===== src/rtl/hk_spi_pkg.sv =====
package hk_spi_pkg;

   localparam int HK_BYTE_W = 8;
   localparam logic [HK_BYTE_W-1:0] HK_CMD_READ  = 8'h40;
   localparam logic [HK_BYTE_W-1:0] HK_CMD_WRITE = 8'h80;

   typedef enum logic [2:0] {
      PH_CMD,
      PH_ADDR_RD,
      PH_ADDR_WR,
      PH_READ,
      PH_WRITE,
      PH_SKIP
   } hk_phase_e;

   // Power-up contents of the housekeeping bank.
   function automatic logic [HK_BYTE_W-1:0] hk_reset_val(input int unsigned idx);
      case (idx)
         1:       return 8'h04;
         2:       return 8'h56;
         3:       return 8'h10;
         8:       return 8'h02;
         9:       return 8'h01;
         13:      return 8'hFF;
         14:      return 8'hEF;
         15:      return 8'hFF;
         16:      return 8'h03;
         17:      return 8'h12;
         18:      return 8'h04;
         default: return 8'h00;
      endcase
   endfunction

endpackage


===== src/rtl/hk_sync.sv =====
module hk_sync #(
   parameter int              W       = 3,
   parameter int              STAGES  = 2,
   parameter logic [W-1:0]    RST_VAL = '0
) (
   input  logic          clk,
   input  logic          rst_n,
   input  logic [W-1:0]  d,
   output logic [W-1:0]  q
);

   generate
      for (genvar b = 0; b < W; b++) begin : g_bit
         logic [STAGES-1:0] chain;
         always_ff @(posedge clk or negedge rst_n) begin
            if (!rst_n) chain <= {STAGES{RST_VAL[b]}};
            else        chain <= {chain[STAGES-2:0], d[b]};
         end
         assign q[b] = chain[STAGES-1];
      end
   endgenerate

endmodule


===== src/rtl/hk_spi_engine.sv =====
module hk_spi_engine
   import hk_spi_pkg::*;
#(
   parameter int ADDR_W = 8,
   parameter int DATA_W = 8
) (
   input  logic              clk,
   input  logic              rst_n,
   input  logic              sck_s,
   input  logic              cs_s,
   input  logic              mosi_s,
   input  logic [DATA_W-1:0] rd_data,
   output logic [ADDR_W-1:0] rd_addr,
   output logic              wr_en,
   output logic [ADDR_W-1:0] wr_addr,
   output logic [DATA_W-1:0] wr_data,
   output logic              miso
);

   localparam int CNT_W = $clog2(DATA_W);
   localparam logic [CNT_W-1:0] LAST_BIT = CNT_W'(DATA_W - 1);

   logic              sck_d;
   logic [CNT_W-1:0]  bit_cnt;
   logic [DATA_W-2:0] in_sh;
   logic [DATA_W-1:0] out_sh;
   logic [ADDR_W-1:0] addr_q;
   hk_phase_e         phase;

   logic              sck_rise, sck_fall, last_bit;
   logic [DATA_W-1:0] byte_in;

   assign sck_rise = sck_s & ~sck_d;
   assign sck_fall = ~sck_s & sck_d;
   assign last_bit = (bit_cnt == LAST_BIT);
   assign byte_in  = {in_sh, mosi_s};

   always_ff @(posedge clk or negedge rst_n) begin
      if (!rst_n) begin
         sck_d   <= 1'b0;
         bit_cnt <= '0;
         in_sh   <= '0;
         out_sh  <= '0;
         addr_q  <= '0;
         phase   <= PH_CMD;
         wr_en   <= 1'b0;
         wr_addr <= '0;
         wr_data <= '0;
      end else begin
         sck_d <= sck_s;
         wr_en <= 1'b0;
         if (cs_s) begin
            bit_cnt <= '0;
            out_sh  <= '0;
            phase   <= PH_CMD;
         end else if (sck_rise) begin
            in_sh   <= byte_in[DATA_W-2:0];
            bit_cnt <= last_bit ? '0 : bit_cnt + 1'b1;
            if (last_bit) begin
               case (phase)
                  PH_CMD: begin
                     if (byte_in == HK_CMD_READ)       phase <= PH_ADDR_RD;
                     else if (byte_in == HK_CMD_WRITE) phase <= PH_ADDR_WR;
                     else                              phase <= PH_SKIP;
                  end
                  PH_ADDR_RD: begin
                     addr_q <= byte_in[ADDR_W-1:0];
                     phase  <= PH_READ;
                  end
                  PH_ADDR_WR: begin
                     addr_q <= byte_in[ADDR_W-1:0];
                     phase  <= PH_WRITE;
                  end
                  PH_READ: addr_q <= addr_q + 1'b1;
                  PH_WRITE: begin
                     wr_en   <= 1'b1;
                     wr_addr <= addr_q;
                     wr_data <= byte_in;
                     addr_q  <= addr_q + 1'b1;
                  end
                  default: ;
               endcase
            end
         end else if (sck_fall) begin
            // Present the next bit while the serial clock is low.
            if (phase != PH_READ)  out_sh <= '0;
            else if (bit_cnt == '0) out_sh <= rd_data;
            else                   out_sh <= {out_sh[DATA_W-2:0], 1'b0};
         end
      end
   end

   assign rd_addr = addr_q;
   assign miso    = out_sh[DATA_W-1];

endmodule


===== src/rtl/hk_regfile.sv =====
module hk_regfile
   import hk_spi_pkg::*;
#(
   parameter int N_REGS   = 19,
   parameter int ADDR_W   = 8,
   parameter int DATA_W   = 8,
   parameter int CTRL_IDX = 7
) (
   input  logic              clk,
   input  logic              rst_n,
   input  logic [ADDR_W-1:0] rd_addr,
   output logic [DATA_W-1:0] rd_data,
   input  logic              wr_en,
   input  logic [ADDR_W-1:0] wr_addr,
   input  logic [DATA_W-1:0] wr_data,
   output logic              ctrl_bit
);

   localparam int IDX_W  = $clog2(N_REGS);
   localparam int SLOTS  = 2 ** IDX_W;

   logic [DATA_W-1:0] ctrl_q;
   logic [DATA_W-1:0] bank [SLOTS];

   always_ff @(posedge clk or negedge rst_n) begin
      if (!rst_n)                                       ctrl_q <= DATA_W'(hk_reset_val(CTRL_IDX));
      else if (wr_en && wr_addr == ADDR_W'(CTRL_IDX))   ctrl_q <= wr_data;
   end

   generate
      for (genvar g = 0; g < SLOTS; g++) begin : g_slot
         if (g == CTRL_IDX) begin : g_rw
            assign bank[g] = ctrl_q;
         end else if (g < N_REGS) begin : g_ro
            assign bank[g] = DATA_W'(hk_reset_val(g));
         end else begin : g_void
            assign bank[g] = '0;
         end
      end
   endgenerate

   assign rd_data  = (rd_addr < ADDR_W'(N_REGS)) ? bank[rd_addr[IDX_W-1:0]] : '0;
   assign ctrl_bit = ctrl_q[0];

endmodule


===== src/rtl/hk_spi_regbank.sv =====
module hk_spi_regbank
   import hk_spi_pkg::*;
#(
   parameter int N_REGS      = 19,
   parameter int ADDR_W      = 8,
   parameter int DATA_W      = 8,
   parameter int CTRL_IDX    = 7,
   parameter int SYNC_STAGES = 2
) (
   input  logic clk,
   input  logic rst_n,
   input  logic spi_cs_n,
   input  logic spi_clk,
   input  logic spi_mosi,
   output logic spi_miso,
   output logic ext_rst_out
);

   generate
      if (DATA_W != HK_BYTE_W) begin : g_bad_width
         $error("DATA_W must equal the command byte width");
      end
      if (ADDR_W > DATA_W) begin : g_bad_addr
         $error("address must fit in one serial byte");
      end
      if (N_REGS > 2 ** ADDR_W) begin : g_bad_regs
         $error("register count exceeds the address space");
      end
      if (CTRL_IDX >= N_REGS) begin : g_bad_ctrl
         $error("control register lies outside the map");
      end
      if (SYNC_STAGES < 2) begin : g_bad_sync
         $error("at least two synchroniser stages are required");
      end
   endgenerate

   logic [2:0]        pins_s;
   logic              cs_s, sck_s, mosi_s;
   logic [ADDR_W-1:0] rd_addr, wr_addr;
   logic [DATA_W-1:0] rd_data, wr_data;
   logic              wr_en;

   hk_sync #(.W(3), .STAGES(SYNC_STAGES), .RST_VAL(3'b100)) u_sync (
      .clk   (clk),
      .rst_n (rst_n),
      .d     ({spi_cs_n, spi_clk, spi_mosi}),
      .q     (pins_s)
   );
   assign {cs_s, sck_s, mosi_s} = pins_s;

   hk_spi_engine #(.ADDR_W(ADDR_W), .DATA_W(DATA_W)) u_eng (
      .clk     (clk),
      .rst_n   (rst_n),
      .sck_s   (sck_s),
      .cs_s    (cs_s),
      .mosi_s  (mosi_s),
      .rd_data (rd_data),
      .rd_addr (rd_addr),
      .wr_en   (wr_en),
      .wr_addr (wr_addr),
      .wr_data (wr_data),
      .miso    (spi_miso)
   );

   hk_regfile #(.N_REGS(N_REGS), .ADDR_W(ADDR_W), .DATA_W(DATA_W), .CTRL_IDX(CTRL_IDX)) u_regs (
      .clk      (clk),
      .rst_n    (rst_n),
      .rd_addr  (rd_addr),
      .rd_data  (rd_data),
      .wr_en    (wr_en),
      .wr_addr  (wr_addr),
      .wr_data  (wr_data),
      .ctrl_bit (ext_rst_out)
   );

endmodule


===== config.mk =====
export PLATFORM = sky130hd
export DESIGN_NAME = hk_spi_regbank
export DESIGN_NICKNAME = d
export VERILOG_FILES = /design/src/rtl/hk_spi_pkg.sv /design/src/rtl/hk_sync.sv /design/src/rtl/hk_spi_engine.sv /design/src/rtl/hk_regfile.sv /design/src/rtl/hk_spi_regbank.sv
export SDC_FILE = /design/constraint.sdc
export NUM_CORES = 1
export LEC_CHECK = 0
export ABC_AREA = 0
export ABC_CLOCK_PERIOD_IN_PS = 1930
export CORE_UTILIZATION = 50
export DETAILED_ROUTE_END_ITERATION = 7
export DONT_BUFFER_PORTS = 1
export GPL_TIMING_DRIVEN = 0
export PLACE_DENSITY = 0.74
export SKIP_LAST_GASP = 1
export SLEW_MARGIN = 10
export SYNTH_ARGS = -nofsm -noshare
export SYNTH_HDL_FRONTEND = slang
export SYNTH_SLANG_ARGS = --single-unit

===== constraint.sdc =====
create_clock -name clk -period 1.93 [get_ports clk]
set_clock_uncertainty 0.05 [all_clocks]
set_input_delay 0.193 -clock clk [delete_from_list [all_inputs] [get_ports clk]]
set_output_delay 0.193 -clock clk [all_outputs]
set_load 0.005 [all_outputs]

==> impl_metrics.env, run 1 <==
export IMPL_synth_warnings=0
export IMPL_synth_most_common_cell="dfrtp_1"
export IMPL_cts_tree="built"
export IMPL_final_cell_area_sq_um=3280
export IMPL_die_y_um=78.9
export IMPL_worstPathMaxFanout=8
export IMPL_rsz0062_at_grt="false"
export IMPL_yosysTopAreaCell="dfrtp_1"
export IMPL_wl_per_cell_um=16.7
export IMPL_syn_area_sq_um=2960
export IMPL_grt_pass1_wl_um=10100
export IMPL_slew_headroom_pct=67.2
export IMPL_antennaDiodeCount=0
export IMPL_tns_ps=0
export IMPL_grtUsageTotal_pct=21.5
export IMPL_drt_iter0_markers=177
export IMPL_pwr_share_clk_pct=36.2
export IMPL_coreArea_sq_um=5610
export IMPL_slowest_delay_ps=390
export IMPL_critPathArrivalTime_ps=2030
export IMPL_htreeDepth=3
export IMPL_grt_max_degree=62
export IMPL_tightestPinTransition_ps=492
export IMPL_syn_num_nets=275
export IMPL_critical_path_class="reg -> reg"
export IMPL_vias_per_cell=5.74
export IMPL_startpoint="u_eng.wr_addr[4]"
export IMPL_firstDrtPassIters=4
export IMPL_avgSynthCellArea_sq_um=11.3
export IMPL_hold_path_class="reg -> reg"
export IMPL_grt_overflow_total=0
export IMPL_reg2regPathDepth=4
export IMPL_combPwrFrac_pct=9.1
export IMPL_grt_pass1_vias=2117
export IMPL_synthTopCellsByCount="dfrtp_1, mux2_2, nand2_1"
export IMPL_cp_required_ps=2100
export IMPL_dpl_cell_area_sq_um=3050
export IMPL_post_dp_hpwl_um=4070
export IMPL_drive_above_1_share_pct=22.1
export IMPL_antenna_left=0
export IMPL_start_kind="flop"
export IMPL_p_per_area_nw_per_um2=810
export IMPL_clk_latency_ps=340
export IMPL_netSwitchingPower_w=0.000689
export IMPL_synth_area_leaders="dfrtp_1, mux2_2, ha_1"
export IMPL_critPathTopFamily="simple AND/OR/NAND/NOR gates"
export IMPL_path_cells="nor4b_1, nand3b_1, nor3_4, mux2_2"
export IMPL_dieArea_sq_um=6230
export IMPL_die_x_um=78.9
export IMPL_vias=2022
export IMPL_internal_power_w=0.00197
export IMPL_final_setup_viol_count=0
export IMPL_async_flop_share_pct=100
export IMPL_nets=289
export IMPL_drc=0
export IMPL_status="finished, final reports clean"
export IMPL_io_pins=7
export IMPL_clockBufferDepth=2
export IMPL_whs_path_depth=0
export IMPL_post_cts_buffers=0
export IMPL_ys_ff_latch=61
export IMPL_synth_top_area_share_pct=49.9
export IMPL_clkSinkCount=61
export IMPL_clk_root_buffer_cell="clkbuf_8"
export IMPL_hold_start="u_sync.g_bit[0].chain[0]"
export IMPL_synth_main_ff_cell="dfrtp_1"
export IMPL_synth_edf_count=0
export IMPL_period_needed_ps=1860
export IMPL_switching_share_pct=25.9
export IMPL_clkTransAtPathRegs_ps=60
export IMPL_io_buffers=0
export IMPL_gp_congestion=0.803
export IMPL_cpMaxStageDelayCell="nor3_4"
export IMPL_cp_num_cells=4
export IMPL_ir_drop_mv=0.524
export IMPL_ys_seq_area_share_pct=51.7
export IMPL_row_count=27
export IMPL_fin_crit_sh_pct=96.5
export IMPL_max_freq_mhz=537
export IMPL_seqPwrFrac_pct=54.8
export IMPL_end_kind="flop"
export IMPL_nFillCells=490
export IMPL_syn_inst=262
export IMPL_reg2reg_from="u_eng.wr_addr[4]"
export IMPL_max_cap_viol_count=0
export IMPL_crit_buf_inv=0
export IMPL_numCtsBuffers=9
export IMPL_final_hold_viol_count=0
export IMPL_syn_to_final_growth_pct=11.0
export IMPL_initial_core_util_pct=52.8
export IMPL_antenna_found_initial=0
export IMPL_p_leak_nw=1.46
export IMPL_wirelength_um=5860
export IMPL_synthDistinctLibCells=50
export IMPL_drv_slew=0
export IMPL_fin_util_pct=58.6
==> placed cells by master (no fill, tap or decap), types with 6 or more instances in the layout <==
cell	Yosys	final
dfrtp_1	59	58
mux2_2	27	27
nand2_1	21	21
a21oi_1	17	17
inv_1	16	16
nor2_1	10	10
clkbuf_8	0	10
o21ai_0	9	9
ha_1	8	8
nand3_1	7	7
o22a_1	7	7
clkbuf_1	7	6
==> final cells by class <==
cell class / instances / area [sq um] / share of cell area (%)
buffer: 14 / 101 / 3.09
clock buffer: 10 / 138 / 4.19
clock inverter: 5 / 27.5 / 0.838
inverter: 16 / 60.1 / 1.83
multi-input combinational: 169 / 1270 / 38.7
sequential: 61 / 1530 / 46.6
tap: 72 / 90.1 / 2.74
timing repair buffer: 5 / 67.6 / 2.06
==> registers in the layout, indices dropped and copies added, names as in the netlist, 3 cells and up <==
register,flops
u_eng.out_sh,8
u_eng.rd_addr,8
u_eng.wr_addr,8
u_eng.wr_data,8
u_regs.ctrl_q,8
u_eng.in_sh,7
u_sync.g_bit.chain,6
u_eng.bit_cnt,3
u_eng.phase,3
==> cell families after synthesis <==
family	Yosys count	synth area share, %
buffers and inverters	32	5.50
multiplexers	31	11.6
AO/OA/AOI/OAI	58	13.7
adder cells (fa/ha/maj)	8	3.38
XOR/XNOR	1	0.296
AND/OR/NAND/NOR	71	13.8
flip-flops	61	51.7
==> worst paths after layout <==
| check | to | slack (ps) |
|---|---|---|
| worst max-delay path | u_regs.ctrl_q[5] | 70 |
| worst min-delay path | u_sync.g_bit[0].chain[1] | 300 |
| worst max register to register | u_regs.ctrl_q[5] | 70 |
| worst min register to register | u_sync.g_bit[0].chain[1] | 300 |
| max in group asynchronous | u_sync.g_bit[2].chain[0] | 1190 |
| min in group asynchronous | u_eng.out_sh[7] | 340 |
==> what timing repair did <==
action | in CTS | in global routing
hold buffers | 5 | 0
setup endpoints to repair | 4 | 23
pin swaps | 0 | 1
resized for setup | 1 | 6
endpoints found under the hold margin | 64 | 0
==> routing by layer <==
metal / GRT usage [%] / part of all wire (%) / up-vias
li1: - / - / 973
met1: 28.1 / 46 / 998
met2: 33.7 / 47 / 35
met3: 5.86 / 3.7 / 16
met4: 9.45 / 2.6 / 0
met5: 0 / 0 / -
==> power groups by stage <==
stage	clock, W	sequential, W	combinational (W)
floorplan	0	0.00143	0.000181
global placement	0	0.00147	0.000202
detailed placement	0	0.00148	0.000208
CTS	0.000992	0.00145	0.000249
global route	0.00105	0.00147	0.000267
finish	0.000961	0.00146	0.000241
==> stage by stage <==
stage	worst slack, ps	instances	power, W	hold WS, ps
floorplan	225	262	0.00161	-153
global placement	-118	334	0.00168	-150
detailed placement	-128	334	0.00168	-150
CTS	6.40	353	0.00269	307
global route	12.5	352	0.00278	307
finish	68.3	352	0.00266	303
Note: power is estimated with default switching activity, not from simulation.
==> inputs of run 2 (changes only) <==
Settings changed: CELL_PAD_IN_SITES_DETAIL_PLACEMENT set to 0, CELL_PAD_IN_SITES_GLOBAL_PLACEMENT set to 1, PLACE_DENSITY 0.74 to 0.86.
==> run 2 against run 1 <==
Sequential power about the same. Sequential cell count unchanged. Setup slack improved by 40 ps. Final area increased by 1.6%. Cell count rose by 0.28%. Clock power grew 27%. Sequential share of layout area down 0.77 points. Critical endpoint is now u_eng.out_sh[1]. Largest cell class unchanged.
==> impl_metrics.env, run 2 (synthesized netlist as in run 1, its figures left out) <==
export IMPL_worstPathMaxFanout=10
export IMPL_grtUsageTotal_pct=22.0
export IMPL_crit_buf_inv=1
export IMPL_max_cap_viol_count=0
export IMPL_p_leak_nw=1.49
export IMPL_io_pins=7
export IMPL_dpl_cell_area_sq_um=3050
export IMPL_critical_path_class="reg -> reg"
export IMPL_clkTransAtPathRegs_ps=70
export IMPL_gp_congestion=0.784
export IMPL_antennaDiodeCount=0
export IMPL_ir_drop_mv=0.520
export IMPL_antenna_left=0
export IMPL_dp_cells=334
export IMPL_drive_above_1_share_pct=21.4
export IMPL_clockBufferDepth=2
export IMPL_final_setup_viol_count=0
export IMPL_critPathArrivalTime_ps=1980
export IMPL_start_kind="flop"
export IMPL_fin_crit_sh_pct=94.4
export IMPL_drv_slew=0
export IMPL_wirelength_um=6010
export IMPL_clk_root_buffer_cell="clkbuf_8"
export IMPL_period_needed_ps=1820
export IMPL_clk_latency_ps=350
export IMPL_wl_per_cell_um=17.0
export IMPL_rsz0062_at_grt="true"
export IMPL_p_per_area_nw_per_um2=875
export IMPL_die_x_um=78.9
export IMPL_instances_no_fill=353
export IMPL_io_buffers=0
export IMPL_firstDrtPassIters=4
export IMPL_path_cells="inv_1, ha_1, nor2b_1, a2111oi_1, o311ai_1"
export IMPL_post_dp_hpwl_um=4100
export IMPL_vias_per_cell=5.84
export IMPL_status="finished, final reports clean"
export IMPL_critPathTopFamily="compound AO/OA/AOI/OAI gates"
export IMPL_final_cell_area_sq_um=3340
export IMPL_dieArea_sq_um=6230
export IMPL_syn_to_final_growth_pct=12.8
export IMPL_drc=0
export IMPL_slowest_delay_ps=530
export IMPL_max_freq_mhz=549
export IMPL_final_hold_viol_count=0
export IMPL_coreArea_sq_um=5610
export IMPL_slew_headroom_pct=64.4
export IMPL_htreeDepth=3
export IMPL_nets=289
export IMPL_hold_path_class="reg -> reg"
export IMPL_grt_pass1_wl_um=10100
export IMPL_layout_commonest_cell="dfrtp_1"
export IMPL_vias=2060
export IMPL_initial_core_util_pct=52.8
export IMPL_cpMaxStageDelayCell="dfrtp_1"
export IMPL_layout_common_cells="dfrtp_1, mux2_2, nand2_1"
export IMPL_drt_iter0_markers=170
export IMPL_row_count=27
export IMPL_cp_required_ps=2090
export IMPL_nFillCells=503
export IMPL_clkSinkCount=61
export IMPL_grt_overflow_total=0
export IMPL_antenna_found_initial=0
export IMPL_grt_pass1_vias=2018
export IMPL_end_kind="flop"
export IMPL_tightestPinTransition_ps=532
export IMPL_numCtsBuffers=9
export IMPL_cts_tree="built"
export IMPL_die_y_um=78.9
export IMPL_grt_max_degree=62
## run 2: metal layers
metal  part of all wire (%)  GRT usage (%)
met5                      0              0
met4                    2.9           11.8
met3                    3.9           4.14
met2                     47           34.0
met1                     46           29.4
## run 2: layout make-up
| cell class | instances | area (sq um) | share of cell area (%) |
|---|---|---|---|
| Clock inverter | 5 | 75.1 | 2.25 |
| Timing Repair Buffer | 6 | 87.6 | 2.62 |
| Multi-Input combinational cell | 169 | 1270 | 38.0 |
| Clock buffer | 11 | 131 | 3.94 |
| Inverter | 16 | 60.1 | 1.80 |
| Sequential cell | 61 | 1530 | 45.8 |
| Tap cell | 72 | 90.1 | 2.70 |
| Buffer | 13 | 95.1 | 2.85 |
## run 2: repair_timing
action	in CTS	in global routing
hold endpoints to repair	64	0
hold buffers	5	0
gates resized for setup	1	2
setup endpoints to repair	10	21
setup buffers	0	1
pin swaps	1	1
## run 2: stage by stage
| stage | worst slack [ps] | TNS (ps) | hold slack (ps) | utilization, % | total power [W] |
|---|---|---|---|---|---|
| floorplan | 225 | 0 | -153 | - | 0.00161 |
| global placement | -96.9 | -96.9 | -150 | 54.4 | 0.00168 |
| detailed placement | -128 | -131 | -150 | 54.4 | 0.00168 |
| CTS | 36.2 | 0 | 304 | 59.2 | 0.00294 |
| global route | -7.10 | -7.10 | 306 | 59.5 | 0.00303 |
| finish | 108 | 0 | 301 | 59.5 | 0.00292 |
## run 2: where the power goes
group          leakage [nW]  switching, W  internal, W
Sequential            0.822      0.000107      0.00135
Combinational         0.557      0.000107     0.000138
Clock                 0.107      0.000500     0.000721
## run 2: path summary, 6_finish.rpt
check | start | cells past startpoint | end | slack [ps]
setup / recovery | u_eng.rd_addr[0] | 5 | u_eng.out_sh[1] | 110
hold / removal | u_sync.g_bit[0].chain[0] | 0 | u_sync.g_bit[0].chain[1] | 300
setup reg to reg | u_eng.rd_addr[0] | 5 | u_eng.out_sh[1] | 110
hold reg to reg | u_sync.g_bit[0].chain[0] | 0 | u_sync.g_bit[0].chain[1] | 300
max in group asynchronous | rst_n | 2 | u_sync.g_bit[2].chain[1] | 1220
min in group asynchronous | rst_n | 2 | u_eng.wr_addr[0] | 330
==> inputs of run 3 (changes only) <==
--- a/config.mk
+++ b/config.mk
@@ -11,4 +11,5 @@
 export CELL_PAD_IN_SITES_GLOBAL_PLACEMENT = 1
 export CORE_UTILIZATION = 50
+export CTS_BUF_LIST = sky130_fd_sc_hd__clkbuf_4 sky130_fd_sc_hd__clkbuf_8 sky130_fd_sc_hd__clkbuf_16
 export DETAILED_ROUTE_END_ITERATION = 7
 export DONT_BUFFER_PORTS = 1
==> constraint.sdc (replaced) <==
create_clock -name clk -period 1.93 [get_ports clk]
set_clock_uncertainty 0.05 [all_clocks]
set_input_delay 0.0965 -clock clk [delete_from_list [all_inputs] [get_ports clk]]
set_output_delay 0.0965 -clock clk [all_outputs]
set_load 0.005 [all_outputs]
==> run 3 against run 2 <==
Total power rose by 0.86%. Cell count did not move. Via count fell by 1.2%. Hold slack got worse by 71 ps. Combinational power barely moved. Routed wire length rose by 0.23%. Maximum frequency rose by 0.36%. Die area did not move. Clock power barely moved. Sequential share of layout area fell by 0.10 points. Count of clock-buffer cells in the layout did not move. Sequential cell count did not move.
==> impl_metrics.env, run 3 (synthesized netlist as in run 1, its figures left out) <==
export IMPL_status="finished, final reports clean"
export IMPL_row_count=27
export IMPL_antenna_found_initial=0
export IMPL_gp_congestion=0.784
export IMPL_antennaDiodeCount=0
export IMPL_grtUsageTotal_pct=21.9
export IMPL_firstDrtPassIters=4
export IMPL_htreeDepth=3
export IMPL_grt_pass1_wl_um=10000
export IMPL_coreArea_sq_um=5610
export IMPL_final_setup_viol_count=0
export IMPL_die_y_um=78.9
export IMPL_end_kind="flop"
export IMPL_syn_to_final_growth_pct=13.0
export IMPL_dieArea_sq_um=6230
export IMPL_grt_max_degree=62
export IMPL_hold_path_class="in -> async"
export IMPL_drc=0
export IMPL_slew_headroom_pct=63.6
export IMPL_clkTransAtPathRegs_ps=70
export IMPL_reg2regPathDepth=5
export IMPL_critical_path_class="reg -> reg"
export IMPL_antenna_left=0
export IMPL_rsz0062_at_grt="false"
export IMPL_clockBufferDepth=2
export IMPL_layout_common_cells="dfrtp_1, mux2_2, nand2_1"
export IMPL_drt_iter0_markers=151
export IMPL_wl_per_cell_um=17.1
export IMPL_initial_core_util_pct=52.8
export IMPL_clk_root_buffer_cell="clkbuf_8"
export IMPL_p_per_area_nw_per_um2=881
export IMPL_drive_above_1_share_pct=22.1
export IMPL_numCtsBuffers=9
export IMPL_vias_per_cell=5.77
export IMPL_reg2reg_slack_ps=110
export IMPL_layout_commonest_cell="dfrtp_1"
export IMPL_drv_slew=0
export IMPL_p_leak_nw=1.49
export IMPL_post_dp_hpwl_um=4100
export IMPL_vias=2036
export IMPL_wirelength_um=6020
export IMPL_critPathArrivalTime_ps=1980
export IMPL_clk_latency_ps=350
export IMPL_fin_crit_sh_pct=94.1
export IMPL_ir_drop_mv=0.520
export IMPL_io_buffers=0
export IMPL_clkSinkCount=61
export IMPL_nets=289
export IMPL_cts_tree="built"
export IMPL_max_freq_mhz=551
export IMPL_r2r_end="u_eng.out_sh[1]"
export IMPL_grt_pass1_vias=2022
export IMPL_final_hold_viol_count=0
export IMPL_startpoint="u_eng.rd_addr[0]"
export IMPL_period_needed_ps=1820
export IMPL_die_x_um=78.9
export IMPL_tns_ps=0
export IMPL_io_pins=7
export IMPL_max_cap_viol_count=0
export IMPL_power_total_w=0.00295
export IMPL_worstPathMaxFanout=10
export IMPL_reg2reg_from="u_eng.rd_addr[0]"
export IMPL_crit_path_end="u_eng.out_sh[1]"
export IMPL_grt_overflow_total=0
export IMPL_cp_required_ps=2090
export IMPL_tightestPinTransition_ps=545
export IMPL_start_kind="flop"
run 3: cell counts in the layout (fill, tap and decap cells not counted):
No cell type changed its count.
run 3: timing repair:
item                                    CTS  global route
buffers inserted                          0             1
pin swaps                                 1             1
hold buffers                              5             0
hold endpoints to repair                 64             0
endpoints found under the setup margin   12            21
gates cloned                              0             0
resized for setup                         1             2
run 3: how the worst min path moves through the flow:
| stage | to | slack (ps) | from | cells after the start |
|---|---|---|---|---|
| 6_report | u_eng.wr_addr[0] | 230 | rst_n | 2 |
| 5_1_grt | u_sync.g_bit[2].chain[0] | 240 | spi_cs_n | 1 |
| 4_1_cts | u_eng.out_sh[0] | 230 | rst_n | 2 |
| 3_5_place_dp | u_eng.out_sh[1] | -250 | rst_n | 0 |
| 3_3_place_gp | u_eng.out_sh[0] | -250 | rst_n | 0 |
| 2_1_floorplan | u_eng.bit_cnt[0] | -250 | rst_n | 0 |
run 3: layout make-up:
class,count,area (sq um)
Buffer,13,95.1
Clock buffer,11,139
Clock inverter,5,75.1
Fill cell,504,2260
Inverter,16,60.1
Multi-Input combinational cell,169,1270
Sequential cell,61,1530
Tap cell,72,90.1
Timing Repair Buffer,6,87.6
run 3: where the power goes:
part / switching, W / internal [W]
Clock: 0.000497 / 0.000749
Combinational: 0.000107 / 0.000138
Sequential: 0.000107 / 0.00135
run 3: through the flow:
step | worst slack, ps | utilization, % | cells | cell area (sq um) | hold slack, ps
3_3_place_gp | -96.9 | 54.4 | 334 | 3050 | -247
6_report | 115 | 59.6 | 353 | 3340 | 230
4_1_cts | 36.2 | 59.4 | 354 | 3330 | 227
5_1_grt | 7.98 | 59.6 | 353 | 3340 | 239
2_1_floorplan | 225 | - | 262 | 2960 | -249
3_5_place_dp | -128 | 54.4 | 334 | 3050 | -247
run 3: worst max-delay path, cell delays in order, from the launching register on:
cell and delay (ps):
dfrtp_1 530, inv_1 150, ha_1 210, nor2b_1 150, a2111oi_1 440, o311ai_1 150
run 3: layer usage:
layer | up-vias | GRT usage (%) | share of wire, %
met5 | - | 0 | 0
met4 | 0 | 11.3 | 2.3
li1 | 974 | - | -
met1 | 1024 | 29.4 | 48
met2 | 25 | 34.0 | 47
met3 | 13 | 4.14 | 3.2
